$ cat config.mk
export PLATFORM = sky130hd
export DESIGN_NAME = sram_read_timer
export DESIGN_NICKNAME = d
export VERILOG_FILES = /design/src/rtl/srt_pkg.sv /design/src/rtl/srt_window.sv /design/src/rtl/srt_cs_decode.sv /design/src/rtl/sram_read_timer.sv
export SDC_FILE = /design/constraint.sdc
export NUM_CORES = 1
export LEC_CHECK = 0
export BUFFER_PORTS_ARGS = -buffer_cell sky130_fd_sc_hd__buf_2
export CAP_MARGIN = 25
export CORE_UTILIZATION = 25
export DETAILED_ROUTE_END_ITERATION = 10
export GPL_ROUTABILITY_DRIVEN = 0
export SLEW_MARGIN = 10
export SYNTH_ARGS = -nofsm -noshare
export SYNTH_HDL_FRONTEND = slang
export SYNTH_SLANG_ARGS = --single-unit
$ cat constraint.sdc
create_clock -name clk -period 9.1 [get_ports clk]
set_input_delay 0.91 -clock clk [delete_from_list [all_inputs] [get_ports clk]]
set_output_delay 0.91 -clock clk [all_outputs]
set_load 0.05 [all_outputs]
$ cat src/rtl/srt_pkg.sv
package srt_pkg;
    typedef enum logic [1:0] {
        ST_IDLE   = 2'd0,
        ST_RUN    = 2'd1,
        ST_FINISH = 2'd2
    } srt_state_e;

    localparam int unsigned STROBE_RD = 0;
    localparam int unsigned STROBE_CS = 1;
    localparam int unsigned STROBE_N  = 2;
endpackage

$ cat src/rtl/srt_window.sv
module srt_window #(
    parameter int unsigned CFG_W = 6,
    localparam int unsigned CNT_W = CFG_W + 1
) (
    input  logic [CNT_W-1:0] pos,
    input  logic [CFG_W-1:0] setup,
    input  logic [CFG_W-1:0] pulse,
    output logic             low,
    output logic [CNT_W-1:0] span
);
    logic [CNT_W-1:0] pulse_eff;

    always_comb begin
        // a zero width still gives one low period
        pulse_eff = (pulse == '0) ? CNT_W'(1) : {1'b0, pulse};
        span      = {1'b0, setup} + pulse_eff;
        low       = (pos >= {1'b0, setup}) && (pos < span);
    end
endmodule

$ cat src/rtl/srt_cs_decode.sv
module srt_cs_decode #(
    parameter int unsigned LINES = 4,
    localparam int unsigned IDX_W = (LINES > 1) ? $clog2(LINES) : 1
) (
    input  logic [IDX_W-1:0] sel,
    input  logic             active,
    output logic [LINES-1:0] line_n
);
    for (genvar g = 0; g < LINES; g++) begin : g_line
        assign line_n[g] = !(active && (sel == IDX_W'(g)));
    end
endmodule

$ cat src/rtl/sram_read_timer.sv
module sram_read_timer
    import srt_pkg::*;
#(
    parameter int unsigned ADDR_W = 24,
    parameter int unsigned DATA_W = 8,
    parameter int unsigned CS_LINES = 4,
    parameter int unsigned CFG_W  = 6,
    localparam int unsigned IDX_W = (CS_LINES > 1) ? $clog2(CS_LINES) : 1,
    localparam int unsigned CNT_W = CFG_W + 1
) (
    input  logic              clk,
    input  logic              rst_n,
    input  logic              req_valid,
    input  logic [ADDR_W-1:0] req_addr,
    input  logic [IDX_W-1:0]  req_cs,
    output logic              req_ready,
    input  logic [CFG_W-1:0]  cfg_rd_setup,
    input  logic [CFG_W-1:0]  cfg_rd_pulse,
    input  logic [CFG_W-1:0]  cfg_cs_setup,
    input  logic [CFG_W-1:0]  cfg_cs_pulse,
    input  logic [CFG_W-1:0]  cfg_cycle,
    output logic [ADDR_W-1:0] mem_addr,
    output logic [CS_LINES-1:0] mem_cs_n,
    output logic              mem_rd_n,
    input  logic [DATA_W-1:0] mem_data_in,
    output logic              rsp_valid,
    output logic [DATA_W-1:0] rsp_data
);
    srt_state_e state_q, state_d;

    logic [CNT_W-1:0]  pos_q;
    logic [ADDR_W-1:0] addr_q;
    logic [IDX_W-1:0]  sel_q;
    logic [CFG_W-1:0]  cyc_q;
    logic [DATA_W-1:0] data_q;
    logic [CFG_W-1:0]  win_setup_q [STROBE_N];
    logic [CFG_W-1:0]  win_pulse_q [STROBE_N];
    logic [STROBE_N-1:0] win_low;
    logic [CNT_W-1:0]  win_span [STROBE_N];

    logic [CNT_W-1:0] len;
    logic [CNT_W-1:0] first_end;
    logic             accept;
    logic             last_pos;
    logic             cs_active;

    for (genvar s = 0; s < STROBE_N; s++) begin : g_win
        srt_window #(.CFG_W(CFG_W)) u_win (
            .pos   (pos_q),
            .setup (win_setup_q[s]),
            .pulse (win_pulse_q[s]),
            .low   (win_low[s]),
            .span  (win_span[s])
        );
    end

    always_comb begin
        len = {1'b0, cyc_q};
        if (win_span[STROBE_RD] > len) len = win_span[STROBE_RD];
        if (win_span[STROBE_CS] > len) len = win_span[STROBE_CS];
        first_end = (win_span[STROBE_CS] < win_span[STROBE_RD])
                  ? win_span[STROBE_CS] : win_span[STROBE_RD];
        accept   = req_valid && (state_q == ST_IDLE);
        last_pos = (pos_q == len - CNT_W'(1));
    end

    // next-state logic
    always_comb begin
        state_d = state_q;
        unique case (state_q)
            ST_IDLE:   if (accept)   state_d = ST_RUN;     // accept
            ST_RUN:    if (last_pos) state_d = ST_FINISH;  // expire
            ST_FINISH:               state_d = ST_IDLE;    // release
            default:                 state_d = ST_IDLE;
        endcase
    end

    // state register
    always_ff @(posedge clk or negedge rst_n) begin
        if (!rst_n) state_q <= ST_IDLE;
        else        state_q <= state_d;
    end

    // request latch, position counter and data capture
    always_ff @(posedge clk or negedge rst_n) begin
        if (!rst_n) begin
            pos_q  <= '0;
            addr_q <= '0;
            sel_q  <= '0;
            cyc_q  <= '0;
            data_q <= '0;
            for (int s = 0; s < STROBE_N; s++) begin
                win_setup_q[s] <= '0;
                win_pulse_q[s] <= '0;
            end
        end else begin
            if (accept) begin
                pos_q  <= '0;
                addr_q <= req_addr;
                sel_q  <= req_cs;
                cyc_q  <= cfg_cycle;
                win_setup_q[STROBE_RD] <= cfg_rd_setup;
                win_pulse_q[STROBE_RD] <= cfg_rd_pulse;
                win_setup_q[STROBE_CS] <= cfg_cs_setup;
                win_pulse_q[STROBE_CS] <= cfg_cs_pulse;
            end else if (state_q == ST_RUN) begin
                pos_q <= pos_q + CNT_W'(1);
                if (pos_q == first_end - CNT_W'(1)) data_q <= mem_data_in;
            end
        end
    end

    // outputs
    always_comb begin
        req_ready = (state_q == ST_IDLE);
        rsp_valid = (state_q == ST_FINISH);
        mem_rd_n  = !((state_q == ST_RUN) && win_low[STROBE_RD]);
        cs_active = (state_q == ST_RUN) && win_low[STROBE_CS];
        mem_addr  = addr_q;
        rsp_data  = data_q;
    end

    srt_cs_decode #(.LINES(CS_LINES)) u_dec (
        .sel    (sel_q),
        .active (cs_active),
        .line_n (mem_cs_n)
    );
endmodule

# Word-level counts from Yosys, hierarchy flattened
# Cells that the tools add are included.
# word_totals
regBits	73
latch_bits	0
ram_bits	0
rom_bits	0
n_memories	0
# classes
addsub	5
n_mul	0
n_div	0
order_cmp	7
eq_ne	9
n_shift	0
muxes	10
n_bitwise	1
n_reduce_logical	21
# op_table
cell	count
7-bit two-way mux	5
7-bit less-than comparator	3
6-bit by 7-bit adder with 7-bit output	2
7-bit equality test	2
7-bit by 6-bit greater-or-equal comparator with 1-bit output	2
7-bit by 1-bit subtractor with 7-bit output (second input constant)	2
6-bit logical NOT	2
6-bit two-way mux	2
1-bit logical AND	9
7-bit by 1-bit adder with 7-bit output (second input constant)	1
7-bit by 6-bit > comparator with 1-bit output	1
7-bit > comparator	1
2-bit equality test (second input constant)	3
1-bit logical NOT	5
2-bit by 1-bit equality test with 1-bit output (second input constant)	2
2-bit logical NOT	2
2-bit two-way mux	2
2-bit one-hot mux with 2 select lines	1
3-bit AND reduction	1
2-bit by 1-bit inequality test with 1-bit output (second input constant)	1
2-bit inequality test (second input constant)	1
2-bit AND reduction	1
2-bit nonzero test	1
1-bit NOT	1

# Logic depth before layout (Yosys ltp)
# Gate-level depths: netlist (run 1).
# depth
depth_word	11
ltp_mapped	30

# Modules after synthesis
# Synthesis (run 1) repeated with hierarchy kept, for this count alone.
# unflattened
cells_unflattened	604
area_unflattened_um2	5208.7
# modules_own_cells
mod	instances	cells_per_inst	area_each_um2
sram_read_timer	1	466	4086.4
srt_window	2	67	546.8
srt_cs_decode	1	4	28.8

# Worst setup path before layout (run 1)
# OpenSTA, ideal clock, no wires.
# synth_timing
kind	register to register
startpoint	reg win_pulse_q[7] (netlist bit)
endpoint	reg state_q[0]
setup_ns	0.143
arrival_ns	5.778
required_time_ns	8.957
setup_slack_ns	3.179
stages_incl_launch_ff	30
synth_period_minus_slack_ns	5.921
path_cell_list	dfrtp_1 -> or4_1 -> o21bai_1 -> ha_1 -> and3_1 -> o21ai_0 -> nand3_1 -> o311ai_2 -> ha_1 -> nand3_1 -> or2_2 -> o21a_1 -> nor2_1 -> mux2i_1 -> ha_1 -> o21ai_0 -> nor2_1 -> o31ai_1 -> clkbuf_1 -> nand4_1 -> o221ai_1 -> inv_1 -> ha_1 -> xnor2_1 -> xnor2_1 -> nand2_1 -> o311ai_0 -> a211oi_1 -> and4_1 -> o21ai_0
# synth_between
elab_chain_len	11
# synth_rtl
element	line	text
start, declared	sram_read_timer.sv:37	logic [CFG_W-1:0] win_pulse_q [STROBE_N];
start signal, assigned by index	sram_read_timer.sv:103	win_pulse_q[STROBE_RD] <= cfg_rd_pulse;
start signal, assigned by index	sram_read_timer.sv:105	win_pulse_q[STROBE_CS] <= cfg_cs_pulse;
6-bit logical NOT	srt_window.sv:15	pulse_eff = (pulse == '0) ? CNT_W'(1) : {1'b0, pulse};
6-bit two-way mux (*)	srt_window.sv:15	
6-bit by 7-bit adder with 7-bit output (*)	srt_window.sv:16	span = {1'b0, setup} + pulse_eff;
7-bit by 6-bit > comparator with 1-bit output	sram_read_timer.sv:59	if (win_span[STROBE_RD] > len) len = win_span[STROBE_RD];
7-bit two-way mux (*)	sram_read_timer.sv:59	
7-bit > comparator	sram_read_timer.sv:60	if (win_span[STROBE_CS] > len) len = win_span[STROBE_CS];
7-bit two-way mux (*)	sram_read_timer.sv:60	
7-bit by 1-bit subtractor with 7-bit output (*)	sram_read_timer.sv:64	last_pos = (pos_q == len - CNT_W'(1));
7-bit equality test (*)	sram_read_timer.sv:64	
2-bit inequality test (no source line) (*)	n/a	
2-bit AND reduction (no source line) (*)	n/a	
end signal, assigned	sram_read_timer.sv:81	else state_q <= state_d;
end, declared	sram_read_timer.sv:29	srt_state_e state_q, state_d;
# Every way passes the cells marked *; elsewhere a longest branch is shown, timed or not.
# A chain may end at the register's enable or synchronous reset.

# Worst setup path in the final report (run 1)
# Same ends and word-level chain as after synthesis.

==> flow_summary.json, run 1 <==
{
  "status": "completed",
  "vias_per_cell": 4.60,
  "drt_iter0_markers": 237,
  "drt-total-wl_um": 13400,
  "finalSetupViolations": 0,
  "slew_viol_final": 0,
  "synth_edf_count": 0,
  "period_needed_ns": 6.58,
  "timing_hold_violations_final": 0,
  "cts_htree_levels": 3,
  "final_core_util": 0.312,
  "grt-ovfl-total": 0,
  "cts_sinks": 73,
  "cts_buffer_depth": 2,
  "yosysWarnings": 0,
  "met3_length_um": 580,
  "finalCritPeriodShare": 0.724,
  "cts_tree": "yes",
  "synth-main-ff-cell": "dfrtp_1",
  "synth_top_area_frac": 0.352,
  "n_fill_cell": 2214,
  "wl_met1_um": 6220,
  "vias": 4504,
  "core_sq_um": 20300,
  "clk_pin_slew_ns": 0.06,
  "p_leak_nw": 3.47,
  "first_pass_iters": 4,
  "avgSynthCellArea_sq_um": 8.51,
  "slowest_delay_ns": 0.53,
  "ant_nets": 0,
  "finalPower_w": 0.000763,
  "antenna_found_initial": 0,
  "num_rows": 52,
  "area_delta_synth_final_pct": 22.0,
  "synthTopCellsByArea": "dfrtp_1 (35%), ha_1 (14%), nand2_1 (12%)",
  "port_buffers": 105,
  "place_hpwl_um": 9890,
  "worst_slew_pin_slew_ns": 0.783,
  "first_global_vias": 4512,
  "synthesis.nets": 737,
  "max-vdd-ir-drop_v": 0.0000771,
  "cp-end-kind": "register",
  "crit_required_ns": 9.29,
  "powerDensity_nw_per_um2": 120,
  "max_freq_ghz": 0.152,
  "antenna_cells": 0,
  "slew_headroom": 0.465,
  "synth_cell_types": 62,
  "clkLatencyLatePin_ns": 0.34,
  "synth_cells": 610,
  "ctsRootBufferMaster": "clkbuf_16",
  "ys_ff_latch": 73,
  "grt_max_degree": 74,
  "wl_met2_um": 6380,
  "cap_violations": 0,
  "timing.critical_path.mode_cell": "ha_1",
  "cts_resized": 0,
  "hold_class": "input pin to async pin",
  "worstPathMaxFanout": 14,
  "slowest_stage": "or4_1",
  "cts_setup_buffers": 0,
  "die_w_um": 146,
  "ys_seq_area_frac": 0.352,
  "holdWs_ns": 0.466,
  "grt_pass1_wl_um": 22200,
  "synth_top_cell_by_area": "dfrtp_1",
  "rsz0062_at_grt": "false",
  "fin_nets": 831,
  "critical_path_class": "register to register",
  "wl_per_cell_um": 13.7,
  "hold_buffers": 0,
  "drive_above_1_share": 0.213,
  "synth-async-reset-ratio": 1.00,
  "startpoint_type": "register",
  "ios": 106,
  "die_h_um": 146,
  "dieArea_sq_um": 21400,
  "finalSetupTns_ns": 0,
  "track_usage": 0.131,
  "start_util": 0.256,
  "syn_area_sq_um": 5190,
  "cts_buffers": 9,
  "fin_skew_ns": 0.00641,
  "post-route-drc-count": 0,
  "highest_layer": "met4",
  "arrival_ns": 6.78
}
## area by class of cell
type                            count  area [sq um]  share of cell area
Clock buffer                       12           267              0.0421
Inverter                           39           146              0.0231
Multi-Input combinational cell    470          3090               0.488
Sequential cell                    73          1830               0.288
Clock inverter                      4          73.8              0.0117
Timing Repair Buffer              111           593              0.0936
Tap cell                          270           338              0.0533
## sequential cells by signal, indices dropped and copies added, names as in the netlist
signal and count:
cyc_q 6, mem_addr 24, pos_q 7, rsp_data 8, sel_q 2, state_q 2, win_pulse_q 12, win_setup_q 12
## where the power goes
group	internal (W)	leakage (nW)	switching, W
registers	0.000326	0.908	0.000000983
logic	0.0000149	2.39	0.0000182
clock network	0.000262	0.169	0.000140
total	0.000604	3.47	0.000159
## metrics by stage
stage               worst slack (ns)  instance area, sq um  instances
floorplan                       3.18                  5190        610
global placement                2.68                  5970        962
detailed placement              2.51                  5970        962
CTS                             2.47                  6310        978
global route                    1.84                  6340        979
finish                          2.52                  6340        979
## final timing paths
| path | startpoint | endpoint | slack (ns) | cells after the start |
|---|---|---|---|---|
| setup / recovery | win_pulse_q[7]$_DFFE_PN0P_ | state_q[0]$_DFFE_PN0P_ | 2.52 | 29 |
| hold / removal | rst_n | rsp_data[4]$_DFFE_PN0P_ | 0.47 | 1 |
| setup reg to reg | win_pulse_q[7]$_DFFE_PN0P_ | state_q[0]$_DFFE_PN0P_ | 2.52 | 29 |
| hold reg to reg | mem_addr[8]$_DFFE_PN0P_ | mem_addr[8]$_DFFE_PN0P_ | 0.47 | 2 |
| max in group asynchronous | rst_n | mem_addr[23]$_DFFE_PN0P_ | 8.06 | 2 |
| min in group clk | mem_addr[8]$_DFFE_PN0P_ | mem_addr[8]$_DFFE_PN0P_ | 0.47 | 2 |
## kinds of logic (layout without fill, tap and decap cells)
| logic type | after synthesis | in the layout | synth area share |
|---|---|---|---|
| muxes | 13 | 13 | 0.0330 |
| and+or+nand+nor | 248 | 248 | 0.212 |
| buffers and inverters | 67 | 166 | 0.0537 |
| xor gates and xnor gates | 25 | 25 | 0.0422 |
| DFF | 73 | 73 | 0.352 |
| adders and majority gates | 60 | 60 | 0.147 |
| AOI/OAI and AO/OA | 124 | 124 | 0.159 |
## synthesized netlist by cell type (2+ instances only)
master     instances
nand4_1            9
and4_1             2
o21a_1             5
and2_1             2
ha_1              58
o2111ai_1          2
nand3_1           12
nor3b_1            2
mux2_4             8
o211ai_1           2
mux2i_1            4
a21boi_0           3
xnor2_1           15
dfrtp_1           73
nand2b_1           7
nor3_1             5
o311ai_0           2
or2_2              3
clkbuf_8           2
inv_1             39
buf_1              2
fa_1               2
and3_1             2
o21bai_1           2
nand3b_1           4
o31ai_1            4
a211oi_1           4
a21o_1            15
clkbuf_1          23
o221ai_1           2
nor2_1            18
xor2_1            10
nor2b_1            7
a21oi_1           24
a21oi_2            3
nor4_1             3
or4_1              2
nand2_1          163
a31oi_1            2
o31a_1             2
o21ai_0           40
## placed cells by master, fill, tap and decap left out, drive strengths merged, types with 10 or more instances in the layout
| cell type | count |
|---|---|
| nand2 | 163 |
| buf | 111 |
| dfrtp | 73 |
| ha | 58 |
| o21ai | 42 |
| inv | 39 |
| a21oi | 27 |
| nor2 | 18 |
| a21o | 15 |
| xnor2 | 15 |
| nand3 | 12 |
| clkbuf | 12 |
| xor2 | 10 |
## per-layer routing
metal	vias up	GRT usage
met5	-	0
met4	0	0.0542
met3	18	0.0247
met2	113	0.221
met1	2095	0.165
li1	2278	-
## critical path: cells and delay by family (launching register included)
kind | cells | cell delay (ns)
and+or+nand+nor | 11 | 2.53
adders and majority gates | 4 | 1.12
DFF | 1 | 0.42
buffers and inverters | 2 | 0.35
xor gates and xnor gates | 2 | 0.41
muxes | 1 | 0.19
AOI/OAI and AO/OA | 9 | 1.43
No activity file was read; power rests on OpenSTA's default activity.
==> run 2: changes to the inputs <==
==> constraint.sdc (replaced) <==
create_clock -name clk -period 5.65 [get_ports clk]
set_input_delay 0.565 -clock clk [delete_from_list [all_inputs] [get_ports clk]]
set_output_delay 0.565 -clock clk [all_outputs]
set_load 0.05 [all_outputs]
==> run 2 against run 1 <==
Against the previous run: first-iteration DRC count fell by 11%; non-clock buffer count grew 63; largest power group unchanged; largest cell class unchanged; routed wire length increased by 11%; total power rose by 60%; utilization is 3.6 points higher; worst hold slack got worse by 0.41 ns; clock-buffer cell count is 3 lower; clock skew increased by 0.0010 ns; worst setup slack got worse by 2.6 ns; the flow now finishes with violations (negative setup slack).
==> flow_summary.json, run 2 (synthesis results as in run 1) <==
{
  "dieArea_sq_um": 21400,
  "status": "finished with violations",
  "final_cell_mix": "nand2_1 (159), buf_2 (104), dfrtp_1 (73)",
  "vias": 4828,
  "period_needed_ns": 5.69,
  "slew_viol_final": 0,
  "worstPathMaxFanout": 7,
  "ctsRootBufferMaster": "clkbuf_16",
  "grt_max_degree": 74,
  "timing_hold_violations_final": 0,
  "finalCritPeriodShare": 1.01,
  "dpl_cell_area_sq_um": 6340,
  "clk_pin_slew_ns": 0.07,
  "pwr-share-seq": 0.432,
  "swShare": 0.230,
  "drive_above_1_share": 0.324,
  "drt_iter0_markers": 212,
  "die_w_um": 146,
  "place_hpwl_um": 10600,
  "grt-ovfl-total": 0,
  "max_freq_ghz": 0.176,
  "cts_htree_levels": 3,
  "core_sq_um": 20300,
  "reg2reg_to": "state_q[1]$_DFFE_PN0P_",
  "fin_nets": 894,
  "setup_slack_ns": -0.0397,
  "worst_slew_pin_slew_ns": 0.734,
  "rr_startpoint": "win_pulse_q[7]$_DFFE_PN0P_",
  "r2r_slack_ns": -0.04,
  "antenna_found_initial": 0,
  "area_delta_synth_final_pct": 36.0,
  "reg2regPathDepth": 31,
  "port_buffers": 105,
  "ant_nets": 0,
  "wl_per_cell_um": 14.3,
  "dp.cells": 1011,
  "die_h_um": 146,
  "critical_path_class": "register to register",
  "final_cell_area_sq_um": 7060,
  "slew_headroom": 0.498,
  "cap_violations": 0,
  "p_leak_nw": 3.81,
  "power_frac_comb": 0.044,
  "crit_required_ns": 5.88,
  "first_global_vias": 4830,
  "grt_pass1_wl_um": 24000,
  "hold_buffers": 0,
  "fin_skew_ns": 0.00745,
  "internal_power_w": 0.000940,
  "start_util": 0.256,
  "violations": "negative setup slack",
  "arrival_ns": 5.92,
  "layout_commonest_cell": "nand2_1",
  "fin_cells": 1042,
  "finalSetupViolations": 2,
  "cts_buffers": 9,
  "ios": 106,
  "slowest_delay_ns": 0.53,
  "antenna_cells": 0,
  "clkPwrFrac": 0.525,
  "track_usage": 0.143,
  "largest_reg_flops": 24,
  "num_rows": 52,
  "rsz0062_at_grt": "true",
  "startpoint_type": "register",
  "hold_class": "input pin to async pin",
  "final_core_util": 0.348,
  "max-vdd-ir-drop_v": 0.000117,
  "timing.critical_path.mode_cell": "a21o_1",
  "cts_tree": "yes",
  "first_pass_iters": 4,
  "vias_per_cell": 4.63,
  "finalPower_w": 0.00122,
  "cp-end-kind": "register",
  "post-route-drc-count": 0,
  "slowest_stage": "or4_1",
  "cts_buffer_depth": 2,
  "netSwitchingPower_w": 0.000281,
  "drt-total-wl_um": 14900,
  "powerDensity_nw_per_um2": 173,
  "clkLatencyLatePin_ns": 0.35,
  "cts_sinks": 73
}
[run 2: cell types whose count changed in the layout (fill, tap and decap cells not counted), moves of 4 or more]
| cell | previous run | this run |
|---|---|---|
| o21ai_0 | 40 | 32 |
| ha_1 | 58 | 53 |
| a21oi_1 | 24 | 19 |
| a21oi_2 | 3 | 8 |
| buf_6 | 0 | 4 |
| buf_4 | 6 | 64 |
| o21ai_1 | 1 | 8 |
[run 2: how the worst max path moves through the flow]
stage | cells past startpoint | from | slack [ns] | endpoint
CTS | 26 | win_pulse_q[11]$_DFFE_PN0P_ | -0.15 | state_q[0]$_DFFE_PN0P_
global route | 31 | win_pulse_q[7]$_DFFE_PN0P_ | -0.41 | state_q[0]$_DFFE_PN0P_
global placement | 29 | win_pulse_q[7]$_DFFE_PN0P_ | -0.12 | state_q[0]$_DFFE_PN0P_
floorplan | 29 | win_pulse_q[7]$_DFFE_PN0P_ | 0.03 | state_q[0]$_DFFE_PN0P_
detailed placement | 30 | win_pulse_q[7]$_DFFE_PN0P_ | -0.33 | state_q[0]$_DFFE_PN0P_
finish | 31 | win_pulse_q[7]$_DFFE_PN0P_ | -0.04 | state_q[1]$_DFFE_PN0P_
[run 2: timing repair]
item                                    CTS  global route
setup buffers                            10             5
pin swaps                                25            31
endpoints found under the setup margin   10            10
resized for setup                        36            24
[run 2: worst max-delay path: cells and delay by family, from the launching register on]
| kind | cells | cell delay [ns] |
|---|---|---|
| adder cells (fa/ha/maj) | 5 | 1.20 |
| buffers and inverters | 5 | 0.63 |
| AO/OA/AOI/OAI | 11 | 1.46 |
| XOR/XNOR | 3 | 0.41 |
| AND/OR/NAND/NOR | 7 | 1.48 |
| flip-flops | 1 | 0.37 |
[run 2: metrics by stage]
step	setup TNS [ns]	hold WS (ns)	setup WS [ns]
2_1_floorplan	0	0.269	0.0281
5_1_grt	-0.807	0.0490	-0.406
6_report	-0.0689	0.0595	-0.0397
3_5_place_dp	-0.906	0.456	-0.332
4_1_cts	-0.750	0.384	-0.154
3_3_place_gp	-0.211	0.454	-0.124
[run 2: layer usage]
metal / up-vias / wire length, um / GRT usage
li1: 2406 / - / -
met5: - / 0 / 0
met2: 117 / 7140 / 0.244
met3: 38 / 568 / 0.0256
met1: 2267 / 6640 / 0.170
met4: 0 / 581 / 0.0766
[run 2: final cells by class]
cell class              instances  area, sq um
fillers                      2131        13200
multi-input cells             470         3320
flip-flops and latches         73         1830
repair buffers                174         1100
well taps                     270          338
clock buffers                   9          225
inverters                      39          149
clock inverters                 7          101
[run 2: power groups by stage]
stage | Sequential (W) | Clock [W] | Combinational [W]
detailed placement | 0.000537 | 0 | 0.0000521
finish | 0.000527 | 0.000641 | 0.0000532
global placement | 0.000537 | 0 | 0.0000518
floorplan | 0.000547 | 0 | 0.00000468
global route | 0.000527 | 0.000680 | 0.0000582
CTS | 0.000527 | 0.000658 | 0.0000523
==> run 3: changes to the inputs <==
--- a/config.mk
+++ b/config.mk
@@ -5,6 +5,7 @@
 export SDC_FILE = /design/constraint.sdc
 export NUM_CORES = 1
 export LEC_CHECK = 0
+export ABC_AREA = 1
 export BUFFER_PORTS_ARGS = -buffer_cell sky130_fd_sc_hd__buf_2
 export CAP_MARGIN = 25
 export CORE_UTILIZATION = 25
==> constraint.sdc (replaced) <==
create_clock -name clk -period 4.7 [get_ports clk]
set_input_delay 0.47 -clock clk [delete_from_list [all_inputs] [get_ports clk]]
set_output_delay 0.47 -clock clk [all_outputs]
set_load 0.05 [all_outputs]
==> run 3 against run 2 <==
Against the previous run: the run still ends with negative setup slack left; clock skew grew 0.0040 ns; global-route usage about the same; cell count rose by 9.0%; die area up 2.0%; register-to-register slack worse by 0.10 ns; cell area up 0.19%.
==> flow_summary.json, run 3 <==
{
  "status": "finished with violations",
  "violations": "negative setup slack",
  "layout_commonest_cell": "nand2_1",
  "final_core_util": 0.345,
  "ant_nets": 0,
  "track_usage": 0.143,
  "worstPathMaxFanout": 8,
  "largest_reg_flops": 24,
  "dieArea_sq_um": 21800,
  "ios": 106,
  "num_rows": 52,
  "first_pass_iters": 4,
  "slew_headroom": 0.617,
  "worst_slew_pin_slew_ns": 0.575,
  "first_global_vias": 5056,
  "avgSynthCellArea_sq_um": 7.40,
  "synthTopCellsByArea": "dfrtp_1 (34%), nand2_1 (19%), ha_1 (14%)",
  "critPathBufInv": 0,
  "vias": 5057,
  "ys_seq_area_frac": 0.345,
  "crit_required_ns": 4.92,
  "slew_viol_final": 0,
  "die_w_um": 148,
  "fin_skew_ns": 0.0115,
  "synth_commonest_cells": "nand2_1 (274), dfrtp_1 (73), inv_1 (72)",
  "slowest_stage": "or4_4",
  "startpoint_type": "register",
  "core_sq_um": 20500,
  "synth_top_cell_by_area": "dfrtp_1",
  "max-vdd-ir-drop_v": 0.000167,
  "wl_per_cell_um": 13.1,
  "synth_edf_count": 0,
  "syn_area_sq_um": 5300,
  "startpoint": "win_pulse_q[9]$_DFFE_PN0P_",
  "grt_max_degree": 74,
  "synthesis.nets": 843,
  "post-route-drc-count": 0,
  "cts_buffers": 9,
  "power_frac_comb": 0.029,
  "clkLatencyLatePin_ns": 0.35,
  "pwr-share-seq": 0.445,
  "cts_buffer_depth": 2,
  "drive_above_1_share": 0.296,
  "fin_cells": 1136,
  "ys_ff_latch": 73,
  "synth_cell_types": 41,
  "antenna_cells": 0,
  "drt-total-wl_um": 14900,
  "fin_nets": 988,
  "hold_class": "input pin to async pin",
  "finalSetupViolations": 2,
  "cts_tree": "yes",
  "drt_iter0_markers": 200,
  "clk_pin_slew_ns": 0.07,
  "synth-main-ff-cell": "dfrtp_1",
  "hold_buffers": 0,
  "setup_slack_ns": -0.144,
  "grt_pass1_wl_um": 24800,
  "finalCritPeriodShare": 1.03,
  "timing_hold_violations_final": 0,
  "cts_sinks": 73,
  "max_freq_ghz": 0.206,
  "path_delay_family": "simple AND/OR/NAND/NOR gates",
  "cap_violations": 0,
  "arrival_ns": 5.06,
  "internal_power_w": 0.00107,
  "synth-async-reset-ratio": 1.00,
  "die_h_um": 148,
  "synth_cells": 716,
  "powerDensity_nw_per_um2": 199,
  "vias_per_cell": 4.45,
  "ctsRootBufferMaster": "clkbuf_16",
  "swShare": 0.241,
  "synth_most_common_cell": "nand2_1",
  "cts_htree_levels": 3,
  "rsz0062_at_grt": "true",
  "grt-ovfl-total": 0,
  "netSwitchingPower_w": 0.000340,
  "port_buffers": 105,
  "area_delta_synth_final_pct": 33.5,
  "timing.critical_path.mode_cell": "nand2_1",
  "clkPwrFrac": 0.525,
  "critical_path_class": "register to register",
  "synth_top_area_frac": 0.345,
  "yosysWarnings": 0,
  "dp.cells": 1109,
  "slowest_delay_ns": 0.54,
  "place_hpwl_um": 11200,
  "final_cell_mix": "nand2_1 (251), buf_2 (104), dfrtp_1 (73)",
  "period_needed_ns": 4.84,
  "start_util": 0.259,
  "cp-end-kind": "register",
  "p_leak_nw": 3.92,
  "antenna_found_initial": 0,
  "rr_startpoint": "win_pulse_q[9]$_DFFE_PN0P_"
}
run 3: changes by cell type after synthesis, sizes merged, moves of 5 or more:
cell / previous run / this run
nand2b: 7 / 0
o21a: 5 / 10
inv: 39 / 74
mux2: 9 / 0
a211oi: 5 / 0
clkbuf: 25 / 18
nor2b: 7 / 0
xnor2: 15 / 1
a21o: 15 / 1
nand3: 12 / 60
nor2: 18 / 29
nand2: 163 / 282
a21oi: 27 / 20
run 3: final cells by class:
| type | count | area [sq um] |
|---|---|---|
| fill | 2173 | 13400 |
| clock inverter | 7 | 82.6 |
| multi-input combinational | 546 | 3400 |
| sequential | 73 | 1830 |
| tap | 270 | 338 |
| timing repair buffer | 155 | 916 |
| clock buffer | 9 | 225 |
| inverter | 76 | 294 |
run 3: cells by family after synthesis:
kind of cell    Yosys count  share of synthesized area
compound gates           86                     0.0951
xor+xnor                  8                     0.0245
fa+ha+maj                60                      0.144
buf+inv                  97                     0.0732
flops                    73                      0.345
simple gates            392                      0.318
run 3: worst register-to-register path: cells and delay by family (launching register included):
family	cells	cell delay (ns)
AO/OA/AOI/OAI	3	0.35
XOR/XNOR	2	0.27
adder cells (fa/ha/maj)	5	1.25
flip-flops	1	0.38
AND/OR/NAND/NOR	24	2.48
run 3: final timing paths:
check / to / slack (ns) / depth (start not counted)
worst min-delay path: mem_addr[8]$_DFFE_PN0P_ / 0.07 / 1
worst min register to register: rsp_data[2]$_DFFE_PN0P_ / 0.47 / 2
max in group asynchronous: cyc_q[1]$_DFFE_PN0P_ / 4.05 / 2
min in group clk: mem_addr[11]$_DFFE_PN0P_ / 0.30 / 3
worst max register to register: state_q[0]$_DFFE_PN0P_ / -0.14 / 34
worst max-delay path: state_q[0]$_DFFE_PN0P_ / -0.14 / 34
run 3: routing by layer:
layer / up-vias / GRT usage / share of wire
met1: 2303 / 0.178 / 0.46
li1: 2613 / - / -
met5: - / 0 / 0
met4: 0 / 0.0588 / 0.026
met2: 115 / 0.242 / 0.47
met3: 26 / 0.0278 / 0.041
run 3: power by group through the flow:
stage | clock network (W) | logic [W] | registers (W)
final | 0.000740 | 0.0000415 | 0.000628
after global routing | 0.000780 | 0.0000472 | 0.000628
after CTS | 0.000761 | 0.0000413 | 0.000628
after detailed placement | 0 | 0.0000412 | 0.000640
after global placement | 0 | 0.0000408 | 0.000640
after floorplan | 0 | 0.0000000364 | 0.000640
run 3: what timing repair did:
action                                  4_1_cts  5_1_grt
buffers inserted                              3        7
resized for setup                            28       35
pin swaps                                    27       23
hold endpoints to repair                      0        0
gates cloned                                  0        0
endpoints found under the setup margin        2       10
run 3: through the flow:
stage          total power (W)  setup TNS [ns]  hold slack (ns)  area, sq um  setup slack (ns)
3_5_place_dp          0.000681          -0.378            0.459         6390            -0.224
3_3_place_gp          0.000681         -0.0820            0.453         6390           -0.0820
5_1_grt                0.00145          -0.921            0.109         7080            -0.495
6_report               0.00141          -0.221           0.0699         7080            -0.144
2_1_floorplan         0.000640               0            0.174         5330           0.00579
4_1_cts                0.00143          -0.141            0.289         6850            -0.106
